**src/rtl/burst_pkg.sv**
```systemverilog
package burst_pkg;
  localparam logic [2:0] LC_ONE  = 3'b000;
  localparam logic [2:0] LC_TWO  = 3'b001;
  localparam logic [2:0] LC_FOUR = 3'b010;
  localparam logic [2:0] LC_OCT  = 3'b011;
  localparam logic [2:0] LC_PAGE = 3'b111;
endpackage

```
**src/rtl/burst_mode_decode.sv**
```systemverilog
module burst_mode_decode #(
  parameter int COL_W = 8
) (
  input  logic [2:0]       len_code,
  input  logic             interleave,
  input  logic             is_write,
  input  logic             wr_single,
  output logic [COL_W-1:0] win_mask,
  output logic             full_page,
  output logic             inter_eff,
  output logic             reserved
);
  import burst_pkg::*;
  localparam int SH_W = $clog2(COL_W + 1);

  logic [SH_W-1:0] sh;
  logic [COL_W:0]  span;

  always_comb begin
    reserved  = 1'b0;
    full_page = 1'b0;
    unique case (len_code)
      LC_ONE:  sh = SH_W'(0);
      LC_TWO:  sh = SH_W'(1);
      LC_FOUR: sh = SH_W'(2);
      LC_OCT:  sh = SH_W'(3);
      LC_PAGE: begin sh = SH_W'(COL_W); full_page = 1'b1; end
      default: begin sh = SH_W'(0); reserved = 1'b1; end
    endcase
    if (is_write && wr_single) begin
      sh        = SH_W'(0);
      full_page = 1'b0;
    end
    span      = ({{COL_W{1'b0}}, 1'b1} << sh) - 1'b1;
    win_mask  = span[COL_W-1:0];
    inter_eff = interleave && !full_page;
  end
endmodule

```
**src/rtl/burst_addr_calc.sv**
```systemverilog
module burst_addr_calc #(
  parameter int COL_W = 8
) (
  input  logic [COL_W-1:0] base,
  input  logic [COL_W-1:0] win_mask,
  input  logic             inter,
  input  logic [COL_W-1:0] idx,
  output logic [COL_W-1:0] addr
);
  logic [COL_W-1:0] low;

  always_comb begin
    low  = inter ? (base ^ idx) : (base + idx);
    addr = (base & ~win_mask) | (low & win_mask);
  end
endmodule

```
**src/rtl/burst_beat_seq.sv**
```systemverilog
module burst_beat_seq #(
  parameter int COL_W = 8
) (
  input  logic             clk,
  input  logic             rst,
  input  logic             cke,
  input  logic             start,
  input  logic             stop,
  input  logic [COL_W-1:0] start_col,
  input  logic [COL_W-1:0] dec_mask,
  input  logic             dec_full,
  input  logic             dec_inter,
  input  logic             dec_rsv,
  output logic [COL_W-1:0] base_q,
  output logic [COL_W-1:0] mask_q,
  output logic             inter_q,
  output logic [COL_W-1:0] idx_nxt,
  input  logic [COL_W-1:0] addr_nxt,
  output logic [COL_W-1:0] col_addr,
  output logic             col_valid,
  output logic             last_beat,
  output logic             rsv_err
);
  logic [COL_W-1:0] idx_q;
  logic             full_q;

  assign idx_nxt = idx_q + 1'b1;

  always_ff @(posedge clk) begin
    if (rst) begin
      base_q    <= '0;
      mask_q    <= '0;
      inter_q   <= 1'b0;
      full_q    <= 1'b0;
      idx_q     <= '0;
      col_addr  <= '0;
      col_valid <= 1'b0;
      last_beat <= 1'b0;
      rsv_err   <= 1'b0;
    end else if (cke) begin
      if (start) begin
        base_q    <= start_col;
        mask_q    <= dec_mask;
        inter_q   <= dec_inter;
        full_q    <= dec_full;
        idx_q     <= '0;
        col_addr  <= start_col;
        col_valid <= 1'b1;
        last_beat <= !dec_full && (dec_mask == '0);
        rsv_err   <= rsv_err | dec_rsv;
      end else if (col_valid) begin
        if (stop || last_beat) begin
          col_valid <= 1'b0;
          last_beat <= 1'b0;
        end else begin
          idx_q     <= idx_nxt;
          col_addr  <= addr_nxt;
          last_beat <= !full_q && (idx_nxt == mask_q);
        end
      end
    end
  end


  freeze_hold_chk: assert property (@(posedge clk) disable iff (rst)
    !cke |=> ($stable(col_addr) && $stable(col_valid) && $stable(last_beat)));

  last_needs_valid_chk: assert property (@(posedge clk) disable iff (rst)
    last_beat |-> col_valid);

  page_no_last_chk: assert property (@(posedge clk) disable iff (rst)
    (full_q && col_valid) |-> !last_beat);

  upper_bits_chk: assert property (@(posedge clk) disable iff (rst)
    col_valid |-> (((col_addr ^ base_q) & ~mask_q) == '0));

  stop_ends_chk: assert property (@(posedge clk) disable iff (rst)
    (cke && stop && !start && col_valid) |=> !col_valid);

  last_ends_chk: assert property (@(posedge clk) disable iff (rst)
    (cke && last_beat && !start) |=> !col_valid);

  err_sticky_chk: assert property (@(posedge clk) disable iff (rst)
    rsv_err |=> rsv_err);
endmodule

```
**src/rtl/burst_col_gen.sv**
```systemverilog
module burst_col_gen #(
  parameter int COL_W = 8
) (
  input  logic             clk,
  input  logic             rst,
  input  logic             cke,
  input  logic             start,
  input  logic [COL_W-1:0] start_col,
  input  logic [2:0]       len_code,
  input  logic             interleave,
  input  logic             is_write,
  input  logic             wr_single,
  input  logic             stop,
  output logic [COL_W-1:0] col_addr,
  output logic             col_valid,
  output logic             last_beat,
  output logic             rsv_err
);
  logic [COL_W-1:0] dec_mask, base_q, mask_q, idx_nxt, addr_nxt;
  logic             dec_full, dec_inter, dec_rsv, inter_q;

  burst_mode_decode #(.COL_W(COL_W)) dec_i (
    .len_code(len_code), .interleave(interleave), .is_write(is_write),
    .wr_single(wr_single), .win_mask(dec_mask), .full_page(dec_full),
    .inter_eff(dec_inter), .reserved(dec_rsv)
  );

  burst_addr_calc #(.COL_W(COL_W)) calc_i (
    .base(base_q), .win_mask(mask_q), .inter(inter_q), .idx(idx_nxt),
    .addr(addr_nxt)
  );

  burst_beat_seq #(.COL_W(COL_W)) seq_i (
    .clk(clk), .rst(rst), .cke(cke), .start(start), .stop(stop),
    .start_col(start_col), .dec_mask(dec_mask), .dec_full(dec_full),
    .dec_inter(dec_inter), .dec_rsv(dec_rsv), .base_q(base_q),
    .mask_q(mask_q), .inter_q(inter_q), .idx_nxt(idx_nxt),
    .addr_nxt(addr_nxt), .col_addr(col_addr), .col_valid(col_valid),
    .last_beat(last_beat), .rsv_err(rsv_err)
  );
endmodule

```
**config.mk**
```make
export PLATFORM = sky130hd
export DESIGN_NAME = burst_col_gen
export DESIGN_NICKNAME = d
export VERILOG_FILES = /design/src/rtl/burst_pkg.sv /design/src/rtl/burst_mode_decode.sv /design/src/rtl/burst_addr_calc.sv /design/src/rtl/burst_beat_seq.sv /design/src/rtl/burst_col_gen.sv
export SDC_FILE = /design/constraint.sdc
export NUM_CORES = 1
export LEC_CHECK = 0
export ABC_AREA = 1
export CORE_ASPECT_RATIO = 0.7
export CORE_MARGIN = 1.5
export CORE_UTILIZATION = 51
export CTS_CLUSTER_DIAMETER = 30
export DETAILED_ROUTE_END_ITERATION = 12
export PLACE_DENSITY = 0.84
export SLEW_MARGIN = 10
export SYNTH_ARGS = -nofsm -noshare
export SYNTH_HDL_FRONTEND = slang
export SYNTH_SLANG_ARGS = --single-unit
```
**constraint.sdc**
```tcl
create_clock -name clk -period 3.1 [get_ports clk]
set_clock_uncertainty 0.15 [all_clocks]
set_input_delay 0.31 -clock clk [delete_from_list [all_inputs] [get_ports clk]]
set_output_delay 0.31 -clock clk [all_outputs]
set_load 0.01 [all_outputs]
```
==> impl_metrics.json <==
{
  "htree_num_levels": 2,
  "hpwl_mm": 3.905,
  "synth_top_area_frac": 0.3372,
  "fin_crit_sh": 0.8373,
  "min_path_type": "reg2reg",
  "criticalPathCategory": "reg2reg",
  "layout-drive-gt1-share": 0.05848,
  "synth_top_family_by_area": "simple AND/OR/NAND/NOR gates",
  "synth_area_leader_cell": "dfxtp_1",
  "fmax_mhz": 385.3,
  "worstPathArrival_ns": 2.61,
  "synth_xor_area_frac": 0.04450,
  "final_nets": 372,
  "worstPathMaxFanout": 4,
  "clockPowerShare": 0.461,
  "synth_mux_area_frac": 0,
  "min_path_cells": 2,
  "seqPwrFrac": 0.399,
  "antenna_found_initial": 0,
  "syn_to_final_growth_pct": 22.83,
  "synth_compound_area_frac": 0.2008,
  "rsz0062_at_grt": "false",
  "cp.required_ns": 3.11,
  "grt_pass1_wl_mm": 8.880,
  "synth_edf_count": 0,
  "ctsResizeCount": 0,
  "pre_cts_slack_ns": 0.5741,
  "netlist_top_cells_count": "75 x nand2_1, 41 x inv_1, 36 x dfxtp_1",
  "die-area_um2": 4594,
  "synthAdderAreaFrac": 0.07377,
  "worstReg2RegEnd": "seq_i.col_addr[7]$_SDFFE_PP0P_",
  "hold_viol_final": 0,
  "cts_post_setup_buffers_inserted": 0,
  "avgSynthCellArea_um2": 6.872,
  "r2r_slack_ns": 0.50,
  "port_buffers": 29,
  "ys_ff_latch": 36,
  "cts_sinks": 36,
  "endpoint_kind": "flip-flop",
  "min_to": "seq_i.full_q$_SDFFE_PP0P_",
  "max_slew_margin": 0.6305,
  "drt_wl_total_mm": 5.278,
  "yosys-top-cells-area": "dfxtp_1 34%, nand2_1 13%, a21oi_1 7.3%",
  "via_count": 2123,
  "p_per_area_nw_per_um2": 481.8,
  "grt_max_degree": 23,
  "drtAntennaViolNets": 0,
  "drcViolationCount": 0,
  "io_pins": 30,
  "cts_tree": "yes",
  "syn-cell-area_um2": 2137,
  "p_int_uw": 967.1,
  "maxCapViolCount": 0,
  "drt_first_pass_iters": 4,
  "setup-tns-final_ns": 0,
  "synth.most_common_cell": "nand2_1",
  "synthArstFlopShare": 0,
  "setup_viol": 0,
  "worstHoldStart": "seq_i.full_q$_SDFFE_PP0P_",
  "gr-usage-all-layers": 0.2534,
  "critical_path.most_common_cell": "nand2_1",
  "irDropWorstVdd_uv": 374.6,
  "power.combinational.fraction": 0.140,
  "die_h_um": 57.16,
  "drv_slew": 0,
  "clk_latency_ns": 0.30,
  "n_antenna_cell": 0,
  "reg2regPathDepth": 16,
  "cts.clk_slew.worst_paths_ns": 0.08,
  "synthSimpleGateAreaFrac": 0.2494,
  "synthesis.nets": 342,
  "synthFlopType": "dfxtp_1",
  "outcome": "finished clean",
  "cts_hold_buffers": 0,
  "r2r_start": "seq_i.idx_q[0]$_SDFFE_PP0P_",
  "syn_inst": 311,
  "ys_types": 37,
  "cts_buffers": 5,
  "ctsLongestPathBuffers": 2,
  "period_needed_ns": 2.596,
  "design_area_um2": 2625,
  "cpPeakStageDelay_ns": 0.41,
  "cts_root_buf": "clkbuf_8",
  "cp-start-kind": "flip-flop",
  "drt_iter0_markers": 177,
  "overflow": 0,
  "die_x_um": 80.37,
  "coreArea_um2": 3970,
  "yosysWarnings": 0,
  "power_leakage_nw": 1.102,
  "p_switching_uw": 297.6,
  "tightest_slew_ns": 0.5525,
  "num_rows": 19,
  "cp_cell_sequence": "ha_1, nand2_1, nor2_1, nand2_1, xnor2_2, ha_1, nand2_1, inv_1, a21oi_1, nand2_1, nand2_1, nand2_1, nand3_1, nand3_1, nand2_1, a21oi_1",
  "grt_pass1_vias": 1869,
  "slowest_stage": "dfxtp_1",
  "start_util": 0.5383,
  "place_area_um2": 2466,
  "avgViaCountPerCell": 5.388,
  "yosysSeqAreaShare": 0.3372,
  "power_switching_share": 0.2353,
  "gp_congestion": 0.9303,
  "wl_per_cell_um": 13.40,
  "worst_slack_ns": 0.5045,
  "fillers": 341
}
-- kinds of logic after synthesis --
group	count (synthesis)
xor+xnor	10
fa+ha+maj	12
simple gates	129
buf+inv	50
flops	36
compound gates	74
-- power by group through the flow --
stage	logic, mW	clock network (mW)	registers (mW)
floorplan	0.101	0	0.514
CTS	0.175	0.584	0.504
global placement	0.171	0	0.514
finish	0.177	0.583	0.505
global route	0.197	0.611	0.507
detailed placement	0.173	0	0.514
-- sequential cells by signal, indices dropped and copies added, names as in the netlist --
name	cells
seq_i.base_q	8
seq_i.col_addr	8
seq_i.idx_q	8
seq_i.mask_q	7
seq_i.col_valid	1
seq_i.full_q	1
seq_i.inter_q	1
seq_i.last_beat	1
seq_i.rsv_err	1
-- worst max path at each step --
stage / start / end / slack, ns / depth (start not counted)
finish: seq_i.idx_q[0]$_SDFFE_PP0P_ / seq_i.col_addr[7]$_SDFFE_PP0P_ / 0.50 / 16
floorplan: seq_i.idx_q[0]$_SDFFE_PP0P_ / seq_i.col_addr[7]$_SDFFE_PP0P_ / 0.84 / 16
global placement: seq_i.idx_q[0]$_SDFFE_PP0P_ / seq_i.col_addr[7]$_SDFFE_PP0P_ / 0.64 / 16
CTS: seq_i.idx_q[0]$_SDFFE_PP0P_ / seq_i.col_addr[7]$_SDFFE_PP0P_ / 0.54 / 16
global route: seq_i.idx_q[0]$_SDFFE_PP0P_ / seq_i.col_addr[7]$_SDFFE_PP0P_ / 0.25 / 16
detailed placement: seq_i.idx_q[0]$_SDFFE_PP0P_ / seq_i.col_addr[7]$_SDFFE_PP0P_ / 0.57 / 17
-- per-layer routing --
layer	wire length [µm]	GRT usage	vias to the layer above
met4	48	0.06897	0
met1	2739	0.3942	959
met5	0	0	-
met2	2116	0.3505	73
met3	373	0.05440	7
li1	-	-	1084
-- final cells by class --
type / instances / area, µm² / share of cell area
sequential: 36 / 720.7 / 0.2745
tap: 52 / 65.06 / 0.02479
timing repair buffer: 31 / 305.3 / 0.1163
clock buffer: 5 / 68.82 / 0.02622
inverter: 42 / 160.2 / 0.06101
multi-input combinational: 225 / 1215 / 0.4628
clock inverter: 3 / 90.09 / 0.03432
-- critical path, delay by kind of cell, from the launching register on --
family	cells	cell delay [ns]
compound gates	2	0.19
flops	1	0.41
xor+xnor	1	0.21
fa+ha+maj	2	0.50
simple gates	10	0.95
buf+inv	1	0.04
-- cells in the final DEF (no fill, tap or decap), types with 2 or more instances in the layout --
cell,n
nor2_1,28
bufinv_16,3
nand4_1,2
clkdlybuf4s50_1,29
o211ai_1,2
a21oi_1,31
a22o_1,2
xnor2_1,4
a31oi_1,4
nor3_1,2
xor2_1,5
a21oi_2,3
o21ai_0,21
buf_4,2
a211oi_1,3
nand2_1,75
nand3_1,16
ha_1,11
clkbuf_8,5
inv_1,41
dfxtp_1,36
-- metrics by stage --
stage	hold WS, ns	utilization	power [mW]	std cells
after floorplan	0.2718	-	0.6150	311
after global placement	0.3089	0.6212	0.6852	386
after detailed placement	0.3109	0.6212	0.6878	386
after CTS	0.3233	0.6612	1.263	394
after global routing	0.3514	0.6612	1.315	394
final	0.3243	0.6612	1.265	394
Power figures use the tool's default switching activity.
